[config.mk]
export PLATFORM = sky130hd
export DESIGN_NAME = cond_code_unit
export DESIGN_NICKNAME = d
export VERILOG_FILES = /design/src/rtl/cc_gen_pkg.sv /design/src/rtl/cc_opnd_view.sv /design/src/rtl/cc_relate.sv /design/src/rtl/cc_arith_class.sv /design/src/rtl/cc_unary_class.sv /design/src/rtl/cond_code_unit.sv
export SDC_FILE = /design/constraint.sdc
export NUM_CORES = 1
export LEC_CHECK = 0
export BUFFER_PORTS_ARGS = -buffer_cell sky130_fd_sc_hd__buf_2
export CORE_ASPECT_RATIO = 1.4
export CORE_MARGIN = 3
export CORE_UTILIZATION = 35
export DETAILED_ROUTE_END_ITERATION = 12
export PLACE_DENSITY_LB_ADDON = 0.25
export SYNTH_ARGS = -nofsm -noshare
export SYNTH_HDL_FRONTEND = slang
export SYNTH_SLANG_ARGS = --single-unit
[constraint.sdc]
create_clock -name clk -period 4.7 [get_ports clk]
set_input_delay 0.235 -clock clk [delete_from_list [all_inputs] [get_ports clk]]
set_output_delay 0.235 -clock clk [all_outputs]
set_load 0.005 [all_outputs]
[src/rtl/cc_gen_pkg.sv]
// Package: shared selector encoding and sizes for the condition code unit.
// Assumes a selector width of 5 bits. Bit 0 of every selector from 4 upward
// gives the width (0 = narrow form, 1 = wide form).
package cc_gen_pkg;

    localparam int SEL_W    = 5;
    localparam int CC_W     = 2;
    localparam int SEL_LAST = 25;

    typedef enum logic [SEL_W-1:0] {
        CC_K0     = 5'd0,
        CC_K1     = 5'd1,
        CC_K2     = 5'd2,
        CC_K3     = 5'd3,
        CC_NZ_W   = 5'd4,
        CC_NZ_D   = 5'd5,
        CC_SCMP_W = 5'd6,
        CC_SCMP_D = 5'd7,
        CC_UCMP_W = 5'd8,
        CC_UCMP_D = 5'd9,
        CC_SZR_W  = 5'd10,
        CC_SZR_D  = 5'd11,
        CC_SADD_W = 5'd12,
        CC_SADD_D = 5'd13,
        CC_SSUB_W = 5'd14,
        CC_SSUB_D = 5'd15,
        CC_UADD_W = 5'd16,
        CC_UADD_D = 5'd17,
        CC_USUB_W = 5'd18,
        CC_USUB_D = 5'd19,
        CC_ABS_W  = 5'd20,
        CC_ABS_D  = 5'd21,
        CC_NABS_W = 5'd22,
        CC_NABS_D = 5'd23,
        CC_NEG_W  = 5'd24,
        CC_NEG_D  = 5'd25
    } cc_sel_e;

    // Codes shared by several operation classes
    localparam logic [CC_W-1:0] CODE_ZERO = 2'd0;
    localparam logic [CC_W-1:0] CODE_LOW  = 2'd1;
    localparam logic [CC_W-1:0] CODE_HIGH = 2'd2;
    localparam logic [CC_W-1:0] CODE_SPEC = 2'd3;

endpackage

[src/rtl/cc_opnd_view.sv]
// Module: cc_opnd_view
// Presents one raw operand at the width chosen by the selector. It gives a
// zero-extended copy, a sign-extended copy, the sign and a zero flag.
// Assumes NW < DW. In the narrow form, bits DW-1:NW of the raw operand have
// no effect on any output.
module cc_opnd_view #(
    parameter int DW = 64,
    parameter int NW = 32
) (
    input  logic [DW-1:0] raw_i,
    input  logic          narrow_i,
    output logic [DW-1:0] zext_o,
    output logic [DW-1:0] sext_o,
    output logic          neg_o,
    output logic          zero_o
);
    localparam int UW = DW - NW;

    // Purpose: choose the view for the active width.
    always_comb begin
        if (narrow_i) begin
            zext_o = {{UW{1'b0}}, raw_i[NW-1:0]};
            sext_o = {{UW{raw_i[NW-1]}}, raw_i[NW-1:0]};
            neg_o  = raw_i[NW-1];
        end else begin
            zext_o = raw_i;
            sext_o = raw_i;
            neg_o  = raw_i[DW-1];
        end
        zero_o = (zext_o == '0);
    end
endmodule

[src/rtl/cc_relate.sv]
// Module: cc_relate
// Three-way compare of two operands that are already at the right width.
// Gives 0 when they are equal, 1 when lhs < rhs and 2 when lhs > rhs.
// Assumes the signed inputs are sign-extended and the unsigned inputs are
// zero-extended copies of the same values.
module cc_relate #(
    parameter int DW = 64
) (
    input  logic [DW-1:0] lhs_s_i,
    input  logic [DW-1:0] rhs_s_i,
    input  logic [DW-1:0] lhs_u_i,
    input  logic [DW-1:0] rhs_u_i,
    input  logic          signed_i,
    output logic [1:0]    code_o
);
    import cc_gen_pkg::*;

    logic same;
    logic below;

    // Purpose: order the operands in the chosen number system.
    always_comb begin
        same  = (lhs_u_i == rhs_u_i);
        below = signed_i ? ($signed(lhs_s_i) < $signed(rhs_s_i))
                         : (lhs_u_i < rhs_u_i);
        if (same)       code_o = CODE_ZERO;
        else if (below) code_o = CODE_LOW;
        else            code_o = CODE_HIGH;
    end
endmodule

[src/rtl/cc_arith_class.sv]
// Module: cc_arith_class
// Classifies the results of add and subtract in both signed and unsigned
// forms, using the sign and zero flags of the three operands.
// Assumes all inputs come from views at the same width.
module cc_arith_class #(
    parameter int DW = 64
) (
    input  logic [DW-1:0] a_u_i,
    input  logic [DW-1:0] b_u_i,
    input  logic [DW-1:0] r_u_i,
    input  logic          a_neg_i,
    input  logic          a_zero_i,
    input  logic          b_neg_i,
    input  logic          b_zero_i,
    input  logic          r_neg_i,
    input  logic          r_zero_i,
    output logic [1:0]    sadd_o,
    output logic [1:0]    ssub_o,
    output logic [1:0]    uadd_o,
    output logic [1:0]    usub_o
);
    import cc_gen_pkg::*;

    logic a_pos, b_pos, r_pos;
    logic add_ovf, sub_ovf, carry;
    logic [1:0] sign_code;

    // Purpose: find the strictly positive operands.
    always_comb begin
        a_pos = !a_neg_i && !a_zero_i;
        b_pos = !b_neg_i && !b_zero_i;
        r_pos = !r_neg_i && !r_zero_i;
    end

    // Purpose: code for the result's sign when no overflow is reported.
    always_comb begin
        if (r_neg_i)       sign_code = CODE_LOW;
        else if (r_zero_i) sign_code = CODE_ZERO;
        else               sign_code = CODE_HIGH;
    end

    // Purpose: signed overflow for add and for subtract.
    always_comb begin
        add_ovf = (a_pos && b_pos && r_neg_i) || (a_neg_i && b_neg_i && r_pos);
        sub_ovf = (a_pos && b_neg_i && r_neg_i) || (a_neg_i && b_pos && r_pos);
        sadd_o  = add_ovf ? CODE_SPEC : sign_code;
        ssub_o  = sub_ovf ? CODE_SPEC : sign_code;
    end

    // Purpose: unsigned add carry and unsigned subtract borrow coding.
    always_comb begin
        carry  = (r_u_i < a_u_i) || (r_u_i < b_u_i);
        uadd_o = {carry, !r_zero_i};
        if (r_zero_i)           usub_o = CODE_HIGH;
        else if (b_u_i > a_u_i) usub_o = CODE_LOW;
        else                    usub_o = CODE_SPEC;
    end
endmodule

[src/rtl/cc_unary_class.sv]
// Module: cc_unary_class
// Codes the single-operand operations on the result: the nonzero test,
// absolute value, negative absolute value and complement.
// Assumes r_u_i is the zero-extended view and narrow_i matches that view.
module cc_unary_class #(
    parameter int DW = 64,
    parameter int NW = 32
) (
    input  logic [DW-1:0] r_u_i,
    input  logic          r_neg_i,
    input  logic          r_zero_i,
    input  logic          narrow_i,
    output logic [1:0]    nz_o,
    output logic [1:0]    abs_o,
    output logic [1:0]    nabs_o,
    output logic [1:0]    neg_o
);
    import cc_gen_pkg::*;

    localparam logic [DW-1:0] MIN_WIDE   = {1'b1, {(DW-1){1'b0}}};
    localparam logic [DW-1:0] MIN_NARROW = {{(DW-NW){1'b0}}, 1'b1, {(NW-1){1'b0}}};

    logic at_min;

    // Purpose: detect the most negative value of the active width.
    always_comb begin
        at_min = narrow_i ? (r_u_i == MIN_NARROW) : (r_u_i == MIN_WIDE);
    end

    // Purpose: derive each unary code from the flags.
    always_comb begin
        nz_o   = r_zero_i ? CODE_ZERO : CODE_LOW;
        nabs_o = r_zero_i ? CODE_ZERO : CODE_LOW;
        if (at_min)        abs_o = CODE_SPEC;
        else if (r_zero_i) abs_o = CODE_ZERO;
        else               abs_o = CODE_LOW;
        if (at_min)        neg_o = CODE_SPEC;
        else if (r_neg_i)  neg_o = CODE_LOW;
        else if (r_zero_i) neg_o = CODE_ZERO;
        else               neg_o = CODE_HIGH;
    end
endmodule

[src/rtl/cond_code_unit.sv]
// Module: cond_code_unit (top)
// Decodes the selector, builds width views of the three operands, runs the
// compare, arithmetic and unary classifiers, and picks the code for the
// selected operation. An unknown selector gives code 0 and raises err_o.
// REG_OUT = 1 registers the outputs (one cycle of latency, synchronous
// active-low reset). REG_OUT = 0 leaves the unit purely combinational.
module cond_code_unit #(
    parameter int DW      = 64,
    parameter int NW      = 32,
    parameter bit REG_OUT = 1'b1
) (
    input  logic          clk,
    input  logic          rst_n,
    input  logic [4:0]    sel_i,
    input  logic [DW-1:0] opa_i,
    input  logic [DW-1:0] opb_i,
    input  logic [DW-1:0] res_i,
    output logic [1:0]    cc_o,
    output logic          err_o
);
    import cc_gen_pkg::*;

    localparam int NOPS = 3;

    cc_sel_e    op;
    logic       narrow;
    logic       sel_valid;
    logic       is_scmp;
    logic [1:0] cc_nxt;
    logic       err_nxt;

    logic [DW-1:0] raw   [NOPS];
    logic [DW-1:0] zext  [NOPS];
    logic [DW-1:0] sext  [NOPS];
    logic          neg   [NOPS];
    logic          zero  [NOPS];

    logic [1:0] ab_code, rz_code;
    logic [1:0] sadd_c, ssub_c, uadd_c, usub_c;
    logic [1:0] nz_c, abs_c, nabs_c, neg_c;

    // Purpose: decode the selector fields.
    always_comb begin
        op        = cc_sel_e'(sel_i);
        narrow    = !sel_i[0];
        sel_valid = (int'(sel_i) <= SEL_LAST);
        is_scmp   = (op == CC_SCMP_W) || (op == CC_SCMP_D);
    end

    // Purpose: gather the operands in a fixed order (a, b, result).
    always_comb begin
        raw[0] = opa_i;
        raw[1] = opb_i;
        raw[2] = res_i;
    end

    for (genvar gi = 0; gi < NOPS; gi++) begin : g_view
        cc_opnd_view #(.DW(DW), .NW(NW)) u_view (
            .raw_i   (raw[gi]),
            .narrow_i(narrow),
            .zext_o  (zext[gi]),
            .sext_o  (sext[gi]),
            .neg_o   (neg[gi]),
            .zero_o  (zero[gi])
        );
    end

    cc_relate #(.DW(DW)) u_cmp_ab (
        .lhs_s_i (sext[0]),
        .rhs_s_i (sext[1]),
        .lhs_u_i (zext[0]),
        .rhs_u_i (zext[1]),
        .signed_i(is_scmp),
        .code_o  (ab_code)
    );

    cc_relate #(.DW(DW)) u_cmp_zero (
        .lhs_s_i (sext[2]),
        .rhs_s_i ('0),
        .lhs_u_i (zext[2]),
        .rhs_u_i ('0),
        .signed_i(1'b1),
        .code_o  (rz_code)
    );

    cc_arith_class #(.DW(DW)) u_arith (
        .a_u_i   (zext[0]),
        .b_u_i   (zext[1]),
        .r_u_i   (zext[2]),
        .a_neg_i (neg[0]),
        .a_zero_i(zero[0]),
        .b_neg_i (neg[1]),
        .b_zero_i(zero[1]),
        .r_neg_i (neg[2]),
        .r_zero_i(zero[2]),
        .sadd_o  (sadd_c),
        .ssub_o  (ssub_c),
        .uadd_o  (uadd_c),
        .usub_o  (usub_c)
    );

    cc_unary_class #(.DW(DW), .NW(NW)) u_unary (
        .r_u_i   (zext[2]),
        .r_neg_i (neg[2]),
        .r_zero_i(zero[2]),
        .narrow_i(narrow),
        .nz_o    (nz_c),
        .abs_o   (abs_c),
        .nabs_o  (nabs_c),
        .neg_o   (neg_c)
    );

    // Purpose: select the code for the requested operation.
    always_comb begin
        err_nxt = 1'b0;
        unique case (op)
            CC_K0, CC_K1, CC_K2, CC_K3:   cc_nxt = sel_i[1:0];
            CC_NZ_W, CC_NZ_D:             cc_nxt = nz_c;
            CC_SCMP_W, CC_SCMP_D,
            CC_UCMP_W, CC_UCMP_D:         cc_nxt = ab_code;
            CC_SZR_W, CC_SZR_D:           cc_nxt = rz_code;
            CC_SADD_W, CC_SADD_D:         cc_nxt = sadd_c;
            CC_SSUB_W, CC_SSUB_D:         cc_nxt = ssub_c;
            CC_UADD_W, CC_UADD_D:         cc_nxt = uadd_c;
            CC_USUB_W, CC_USUB_D:         cc_nxt = usub_c;
            CC_ABS_W, CC_ABS_D:           cc_nxt = abs_c;
            CC_NABS_W, CC_NABS_D:         cc_nxt = nabs_c;
            CC_NEG_W, CC_NEG_D:           cc_nxt = neg_c;
            default: begin
                cc_nxt  = CODE_ZERO;
                err_nxt = 1'b1;
            end
        endcase
    end

    if (REG_OUT) begin : g_reg
        // Purpose: register the code and the flag, cleared by reset.
        always_ff @(posedge clk) begin
            if (!rst_n) begin
                cc_o  <= CODE_ZERO;
                err_o <= 1'b0;
            end else begin
                cc_o  <= cc_nxt;
                err_o <= err_nxt;
            end
        end

        AST_CONST_PASS: assert property (@(posedge clk) disable iff (!rst_n)
            (sel_i <= 5'd3) |=> (cc_o == $past(sel_i[1:0]) && !err_o));
        AST_BAD_SEL_FLAG: assert property (@(posedge clk) disable iff (!rst_n)
            !sel_valid |=> (err_o && cc_o == 2'd0));
        AST_GOOD_SEL_QUIET: assert property (@(posedge clk) disable iff (!rst_n)
            sel_valid |=> !err_o);
        AST_NZ_BINARY: assert property (@(posedge clk) disable iff (!rst_n)
            (op == CC_NZ_W || op == CC_NZ_D) |=> !cc_o[1]);
        AST_NABS_BINARY: assert property (@(posedge clk) disable iff (!rst_n)
            (op == CC_NABS_W || op == CC_NABS_D) |=> !cc_o[1]);
        AST_USUB_NONZERO: assert property (@(posedge clk) disable iff (!rst_n)
            (op == CC_USUB_W || op == CC_USUB_D) |=> (cc_o != 2'd0));
    end else begin : g_comb
        assign cc_o  = cc_nxt;
        assign err_o = err_nxt;
    end
endmodule

==> metrics.md, run 1 <==
| Metric | Value |
|---|---|
| # rows | `59` |
| Netlist cell types | `61` |
| Maximum capacitance violations | `0` |
| DR iter-0 viols | `422` |
| Via density | `5.651` |
| Vias in the first global route | `7834` |
| Placed Cells | `1401` |
| CTS Buf Count | `3` |
| Leading cell type in the layout, fill and taps excluded | `ha_1` |
| Synthesized net count | `1397` |
| Area of the multi-input gates | `6222 um^2` |
| Setup Fix Bufs, Post-CTS | `0` |
| Routed len/inst | `18.26 um` |
| Final Max Slew Viols | `0` |
| Crit path DAT | `3.61 ns` |
| Setup TNS | `0 ns` |
| Layout area overhead | `19.65%` |
| Remaining DRCs | `0` |
| Syn Area/Cell | `6.921 um^2` |
| Die Height | `170.6 um` |
| Hold Path Class | `input pin to flip-flop` |
| Run status | `finished clean` |
| Worst-Margin Slew | `0.8917 ns` |
| Dpl hpwl | `22970 um` |
| Cells after Synth | `979` |
| IO Pins | `202` |
| Crit. End Element | `flip-flop` |
| Top cells by area, synth | `ha_1 (40%), nand2_1 (8.2%), a21oi_1 (7.6%), inv_1 (5.7%), nor4_1 (5.0%)` |
| Seq/Total Area, Yosys | `0.008864` |
| Rel. slew slack | `0.4000` |
| Non-Filler Instances | `1406` |
| Yosys warning total | `0` |
| Total GRT Usage | `0.2368` |
| Core box area | `18820 um^2` |
| Area of the mapped netlist | `6775 um^2` |
| Layout Utilization | `0.4306` |
| Synth Flop Type | `dfxtp_1` |
| Final period utilization | `0.7357` |
| Seq. cell area | `60.06 um^2` |
| Worst hold stages | `3` |
| Post-cts sizing count | `0` |
| GPL Wtd Cong | `0.9613` |
| Async SR Flop Fraction | `0` |
| Global-route wire length before repair | `39450 um` |
| Top cell type's share of synthesized area | `0.4044` |
| Antenna violations before repair | `3` |
| Met1 capacity usage during global routing | `0.2619` |
| CTS max path bufs | `2` |
| Clock sink count | `3` |
| #FFs+latches synth | `3` |
| Pleak | `0.004507 uW` |
| Final #Nets | `1580` |
| CTS Root Cell | `clkbuf_16` |
| GRT Residual Overflow | `0` |
| Setup Crit Path Kind | `input pin to flip-flop` |
| Final setup viols | `0` |
| Share of cells above drive strength 1 | `0.1895` |
| Pwr/cell area | `111.3 nW/um^2` |
| Die width | `123.6 um` |
| Number of synthesized flops with an enable pin | `0` |
| Met3 Track Usage GR | `0.02579` |
| Max FO, Critical Path | `48` |
| Router iterations before antenna repair | `6` |
| DIE AREA | `21090 um^2` |
| DR vias | `7945` |
| Met2 usage | `0.4420` |
| Fillers | `2089` |
| Pin count of the biggest net entering global routing | `93` |
| RSZ-0062 raised after global routing | `no` |
| Htree depth | `1` |
| Post-synth top area cell | `ha_1` |
| Final min period | `3.458 ns` |
| GRT busiest layer | `met2` |
| Hold Violations, Final | `0` |
| Initial Util | `0.3599` |
| Max Fclk | `289.2 MHz` |
| Most frequent cells in the layout | `ha_1 (219), buf_2 (200), nand2_1 (148)` |
| Startpoint types | `input pin` |
| Clock-pin slew on the worst setup and hold paths | `0.03 ns` |
| Max IR drop VDD | `78.55 uV` |
| Port Buffer Count | `201` |
| Worst EP required | `4.85 ns` |
| CTS tree | `yes` |
| Post-route ant nets | `0` |
| Drt total wl | `25670 um` |
| CTS Hold Bufs | `0` |
metrics by stage:
step	power [uW]	cell area [um^2]	setup slack [ns]	hold slack (ns)
after floorplan	481.6	6775	1.294	0.3621
after global placement	749.9	8025	1.138	0.5236
after detailed placement	756.4	8025	1.025	0.5254
after CTS	903.1	8104	1.225	0.2886
after global routing	1012	8107	0.8625	0.3164
final	902.6	8107	1.242	0.2869
routing by layer:
metal  vias to the layer above  wire (um)
met5                         -         24
met4                         4       1338
li1                       4016          -
met1                      3575       9874
met3                        68       1512
met2                       282      12920
worst max-delay path, stage by stage:
cell and delay [ns]:
buf_4 0.35, inv_1 0.18, nand2_1 0.62, nand2_1 0.25
ha_1 0.38, nand4_1 0.13, or2_1 0.28, nor3_1 0.28
nand3_1 0.11, o21ai_1 0.14, o211ai_1 0.12, or4_1 0.41
o211ai_1 0.10
power by group:
part           switching, uW  internal [uW]  leakage [uW]
registers               1.49           27.6     0.0000247
clock network           27.6            112     0.0000382
logic                    429            305       0.00444
total                    458            445       0.00451
layout make-up:
type / count / area share
Clock buffer: 4 / 0.009724
Inverter: 105 / 0.04862
Antenna cell: 1 / 0.0003087
Multi-Input combinational cell: 845 / 0.7676
Tap cell: 244 / 0.03766
Sequential cell: 3 / 0.007409
Timing Repair Buffer: 204 / 0.1287
flip-flops by register name (all words and copies together) (netlist names):
name	cells
cc_o	2
err_o	1
synth_stat cells, drive strengths merged (2+ instances only):
library cell  number
xor2               4
a21boi             3
nand2b             2
nand3b             2
nand4             51
and2              29
or4                4
o31ai              3
a211oi            12
nand2            148
nor2b              3
dfxtp              3
a221oi             8
a21o              37
o221ai             3
nor3              17
a211o              3
o211ai             7
nor4              55
or2                2
o21ai             37
nand3             23
a41o               2
nor2              36
o21a               3
buf                3
a31oi              2
nor3b              2
a2111oi            4
and4               4
clkbuf            23
a21oi            103
ha               219
inv              105
cells by family (layout without fill, tap and decap cells):
logic type | Yosys count | count (layout) | share of synthesized area
simple gates | 382 | 382 | 0.2849
compound gates | 238 | 238 | 0.2207
fa+ha+maj | 219 | 219 | 0.4044
buf+inv | 131 | 313 | 0.07313
xor+xnor | 5 | 5 | 0.006463
flops | 3 | 3 | 0.008865
mux | 1 | 1 | 0.001477
other cells | 0 | 1 | 0
worst paths after layout:
check / startpoint / end
min: rst_n / err_o$_SDFF_PN0_
max: sel_i[0] / cc_o[1]$_SDFF_PN0_
(Power assumes the default switching activity.)
==> inputs of run 2 (changes only) <==
clock period = 3.55 ns   (was 4.7 ns; I/O delays follow)
==> metrics.md, run 2 (synthesis gave the netlist of run 1 again) <==
| Metric | Value |
|---|---|
| Run status | `finished clean` |
| Remaining DRCs | `0 (unchanged)` |
| Final Max Slew Viols | `0 (unchanged)` |
| Hold Violations, Final | `0 (unchanged)` |
| Router iterations before antenna repair | `5 (-1)` |
| CTS Root Cell | `clkbuf_16` |
| Setup TNS | `0 ns (unchanged)` |
| Startpoint types | `input pin` |
| Hold Path Class | `input pin to flip-flop` |
| Crit. End Element | `flip-flop` |
| Clock sink count | `3 (unchanged)` |
| Clock-pin slew on the worst setup and hold paths | `0.03 ns (about the same)` |
| Max IR drop VDD | `108.3 uV (+38%)` |
| Die Height | `170.6 um (unchanged)` |
| DR iter-0 viols | `420 (-0.47%)` |
| Fin Hold WS | `0.2340 ns (-0.05292 ns)` |
| Dpl hpwl | `23370 um (+1.7%)` |
| Largest reg by FF count | `cc_o` |
| Setup Fix Bufs, Post-CTS | `0 (unchanged)` |
| # rows | `59 (unchanged)` |
| Layout area overhead | `20.50%` |
| Cell Area, Placed | `8080 um^2 (+0.69%)` |
| Final setup viols | `0 (unchanged)` |
| Routed len/inst | `18.24 um (about the same)` |
| Layout Utilization | `0.4337 (+0.003058)` |
| GRT Residual Overflow | `0 (unchanged)` |
| CTS Hold Bufs | `0 (unchanged)` |
| Die width | `123.6 um (unchanged)` |
| Global-route wire length before repair | `40210 um (+1.9%)` |
| Antenna violations before repair | `3 (unchanged)` |
| Drt total wl | `25830 um (+0.64%)` |
| CTS Buf Count | `3 (unchanged)` |
| Pwr/cell area | `146.6 nW/um^2 (+32%)` |
| Final period utilization | `0.9104` |
| Vias in the first global route | `8233 (+5.1%)` |
| Combinational share of power | `0.820 (+0.007)` |
| DR vias | `8095 (+1.9%)` |
| Htree depth | `1 (unchanged)` |
| Port Buffer Count | `201 (unchanged)` |
| Worst EP required | `3.65 ns (-1.20 ns)` |
| RSZ-0062 raised after global routing | `no` |
| Hold Crit Start | `rst_n` |
| DIE AREA | `21090 um^2 (unchanged)` |
| Maximum capacitance violations | `0 (unchanged)` |
| GPL Wtd Cong | `0.9863 (+2.6%)` |
| Worst-Margin Slew | `0.6701 ns (-0.2216 ns)` |
| Max reg flops | `2 (unchanged)` |
| Rel. slew slack | `0.5492 (+0.1491)` |
| Post-route ant nets | `0 (unchanged)` |
| Post-cts sizing count | `0 (unchanged)` |
| Via density | `5.717 (+1.2%)` |
| Int Pwr | `593.6 uW (+33%)` |
| Final min period | `3.232 ns` |
| Pin count of the biggest net entering global routing | `37 (-60%)` |
| IO Pins | `202 (unchanged)` |
| Net Sw Frac | `0.5042 (-0.003089)` |
| Leading cell type in the layout, fill and taps excluded | `ha_1` |
| Share of cells above drive strength 1 | `0.1957 (+0.006235)` |
| Setup Crit Path Kind | `input pin to flip-flop` |
| Crit path DAT | `3.33 ns (-0.28 ns)` |
| Post-route cell area | `8164 um^2 (+0.71%)` |
| Sw Pwr | `603.6 uW (+32%)` |
| Crit path from | `sel_i[0]` |
| Largest registers | `cc_o: 2 flops, err_o: 1 flops` |
| Max Fclk | `309.4 MHz` |
| CTS max path bufs | `2 (unchanged)` |
| Clock power share | `0.149 (-0.006)` |
| Core box area | `18820 um^2 (unchanged)` |
| Power Total | `1197 uW (+33%)` |
| Max FO, Critical Path | `19 (-60%)` |
| CTS tree | `yes` |
| Total GRT Usage | `0.2403 (+0.003537)` |
| Initial Util | `0.3599 (unchanged)` |
| Seq pwr share | `0.032 (about the same)` |
| Most frequent cells in the layout | `ha_1 (219), buf_2 (200), nand2_1 (148)` |
| Pleak | `0.004546 uW (+0.86%)` |
| Final #Nets | `1589 (+0.57%)` |
run 2: per-stage QoR:
| stage | std cells | setup slack (ns) |
|---|---|---|
| floorplan | 979 | 0.2013 |
| global placement | 1410 | 0.4125 |
| detailed placement | 1410 | 0.1754 |
| CTS | 1414 | 0.3838 |
| global route | 1414 | 0.07121 |
| finish | 1416 | 0.3181 |
run 2: power groups by stage:
stage / clock, uW / sequential (uW) / combinational [uW]
after floorplan: 0 / 38.0 / 600
after global placement: 0 / 38.7 / 966
after detailed placement: 0 / 38.7 / 971
after CTS: 183 / 38.2 / 978
after global routing: 188 / 38.3 / 1130
final: 178 / 37.8 / 981
run 2: final timing paths:
kind | endpoint | cells after the start | slack, ns
max | cc_o[0]$_SDFF_PN0_ | 13 | 0.32
min | err_o$_SDFF_PN0_ | 3 | 0.23
run 2: layer usage:
metal | global-route usage | share of wire
met5 | 0 | 0.00058
met3 | 0.02877 | 0.061
met2 | 0.4420 | 0.49
met4 | 0.1296 | 0.063
met1 | 0.2629 | 0.38
run 2: final cells by class:
cell class,count,area [um^2]
inverters,105,394.1
diodes,2,5.005
well taps,244,305.3
repair buffers,213,1099
flip-flops and latches,3,60.06
multi-input cells,845,6222
clock buffers,4,78.83
fillers,2062,10660
run 2: critical path, stage by stage:
cell and delay [ns]:
buf_4 0.22, buf_4 0.27, nand2_1 0.11, ha_1 0.30, nand4_1 0.14, nor4_1 0.64
inv_1 0.08, nor3_1 0.28, nand2_1 0.12, nor4_1 0.42, nor2_1 0.08, a221oi_1 0.38
nor2_1 0.08
==> inputs of run 3 (changes only) <==
CORE_UTILIZATION = 40   (was 35)
clock period = 4.15 ns   (was 3.55 ns; I/O delays follow)
==> metrics.md, run 3 (synthesis gave the netlist of run 1 again) <==
| Metric | Value |
|---|---|
| Run status | `finished clean` |
| Max IR drop VDD | `76.66 uV (-29%)` |
| Most frequent cells in the layout | `ha_1 (219), buf_2 (200), nand2_1 (148)` |
| Area of the multi-input gates | `6222 um^2 (unchanged)` |
| CTS Hold Bufs | `0 (unchanged)` |
| Combinational share of power | `0.812 (-0.008)` |
| Met3 Track Usage GR | `0.02350 (-0.005267)` |
| Fin Hold WS | `0.2491 ns (+0.01516 ns)` |
| Crit path DAT | `3.31 ns (-0.02 ns)` |
| Worst slack at placement | `0.7358 ns (+0.5603 ns)` |
| Final min period | `3.209 ns` |
| Die width | `116.0 um (-6.1%)` |
| Startpoint types | `input pin` |
| Clock power share | `0.155 (+0.006)` |
| Share of cells above drive strength 1 | `0.1902 (-0.005537)` |
| Maximum capacitance violations | `0 (unchanged)` |
| CTS Buf Count | `3 (unchanged)` |
| Htree depth | `1 (unchanged)` |
| Worst Setup Slack, final | `0.9407 ns (+0.6226 ns)` |
| Final #Nets | `1581 (-0.50%)` |
| Via density | `5.919 (+3.5%)` |
| Leading cell type in the layout, fill and taps excluded | `ha_1` |
| RSZ-0062 raised after global routing | `no` |
| Final setup viols | `0 (unchanged)` |
| Routed len/inst | `18.29 um (+0.28%)` |
| Largest reg by FF count | `cc_o` |
| Post-cts sizing count | `0 (unchanged)` |
| Seq pwr share | `0.033 (about the same)` |
| Core box area | `16380 um^2 (-13%)` |
| Clock sink count | `3 (unchanged)` |
| Final Max Slew Viols | `0 (unchanged)` |
| Final period utilization | `0.7733` |
| Fillers | `1746 (-15%)` |
| Max reg flops | `2 (unchanged)` |
| Pwr/cell area | `126.4 nW/um^2 (-14%)` |
| Worst EP required | `4.25 ns (+0.60 ns)` |
| Port Buffer Count | `201 (unchanged)` |
| GRT Residual Overflow | `0 (unchanged)` |
| CTS max path bufs | `2 (unchanged)` |
| Initial Util | `0.4137 (+0.05375)` |
| Crit. End Element | `flip-flop` |
| Clock-pin slew on the worst setup and hold paths | `0.04 ns (about the same)` |
| Hold Path Class | `input pin to flip-flop` |
| Antenna violations before repair | `2 (-1)` |
| DIE AREA | `18560 um^2 (-12%)` |
| Sw Pwr | `513.2 uW (-15%)` |
| Seq. cell area | `60.06 um^2 (unchanged)` |
| Die Height | `160.0 um (-6.2%)` |
| Largest registers | `cc_o: 2 flops, err_o: 1 flops` |
| Remaining DRCs | `0 (unchanged)` |
| Total GRT Usage | `0.2584 (+0.01803)` |
| Pin count of the biggest net entering global routing | `72 (+95%)` |
| Met1 capacity usage during global routing | `0.2909 (+0.02800)` |
| Setup TNS | `0 ns (unchanged)` |
| Dpl hpwl | `22430 um (-4.0%)` |
| Layout area overhead | `18.93%` |
| CTS Root Cell | `clkbuf_16` |
| GPL Wtd Cong | `1.008 (+2.2%)` |
| Vias in the first global route | `7892 (-4.1%)` |
| Pleak | `0.004511 uW (-0.75%)` |
| Max FO, Critical Path | `54 (+35)` |
| GRT busiest layer | `met2` |
| Int Pwr | `505.5 uW (-15%)` |
| DR vias | `8062 (-0.41%)` |
| DR iter-0 viols | `580 (+38%)` |
| Met2 usage | `0.4903 (+0.04835)` |
| Setup Fix Bufs, Post-CTS | `0 (unchanged)` |
| Drt total wl | `24920 um (-3.5%)` |
| Net Sw Frac | `0.5038 (about the same)` |
| CTS tree | `yes` |
| Max Fclk | `311.6 MHz` |
| Rel. slew slack | `0.4408 (-0.1084)` |
| Global-route wire length before repair | `38630 um (-3.9%)` |
| Post-route ant nets | `0 (unchanged)` |
| Setup Crit Path Kind | `input pin to flip-flop` |
| Router iterations before antenna repair | `6 (+1)` |
| # rows | `55 (-6.8%)` |
| Hold Violations, Final | `0 (unchanged)` |
| IO Pins | `202 (unchanged)` |
| Worst-Margin Slew | `0.8311 ns (+0.1611 ns)` |
## run 3: changes by cell type in the layout (fill, tap and decap cells not counted)
cell,delta
buf_4,-9
diode_2,-1
buf_12,+1
## run 3: worst paths after layout
check | end | cells past startpoint | from
worst min-delay path | err_o$_SDFF_PN0_ | 3 | rst_n
worst max-delay path | cc_o[0]$_SDFF_PN0_ | 13 | sel_i[0]
## run 3: power by group through the flow
stage                     logic [uW]  clock network [uW]  registers [uW]
after floorplan                  513                   0            32.5
after global placement           806                   0            33.6
after detailed placement         817                   0            33.6
after CTS                        823                 159            33.1
after global routing             938                 164            33.2
final                            827                 158            33.2
## run 3: per-stage QoR
step,utilization,cell area [um^2],std cells,power [uW]
after floorplan,-,6775,979,545.5
after global placement,0.4870,7976,1357,839.2
after detailed placement,0.4870,7976,1357,850.9
after CTS,0.4918,8055,1361,1015
after global routing,0.4920,8058,1362,1135
final,0.4920,8058,1362,1019
## run 3: final cells by class
cell class | count | area share
Multi-Input combinational cell | 845 | 0.7722
Timing Repair Buffer | 205 | 0.1304
Inverter | 105 | 0.04891
Tap cell | 199 | 0.03090
Clock buffer | 4 | 0.009783
Sequential cell | 3 | 0.007453
Antenna cell | 1 | 0.0003106
## run 3: layer usage
metal	vias up	share of wire	wire length [um]
li1	4028	-	-
met1	3663	0.39	9642
met5	-	0.00044	11
met4	2	0.041	1017
met3	54	0.059	1471
met2	315	0.51	12770
## run 3: critical path: stages
cell and delay, ns:
buf_4 0.40, buf_4 0.30, nand2_1 0.10, ha_1 0.32, nand4_1 0.15, nor4_1 0.48, inv_1 0.09, nor3_1 0.35
nand2_1 0.14, nor4_1 0.31, nor2_1 0.08, a221oi_1 0.28, nor2_1 0.07
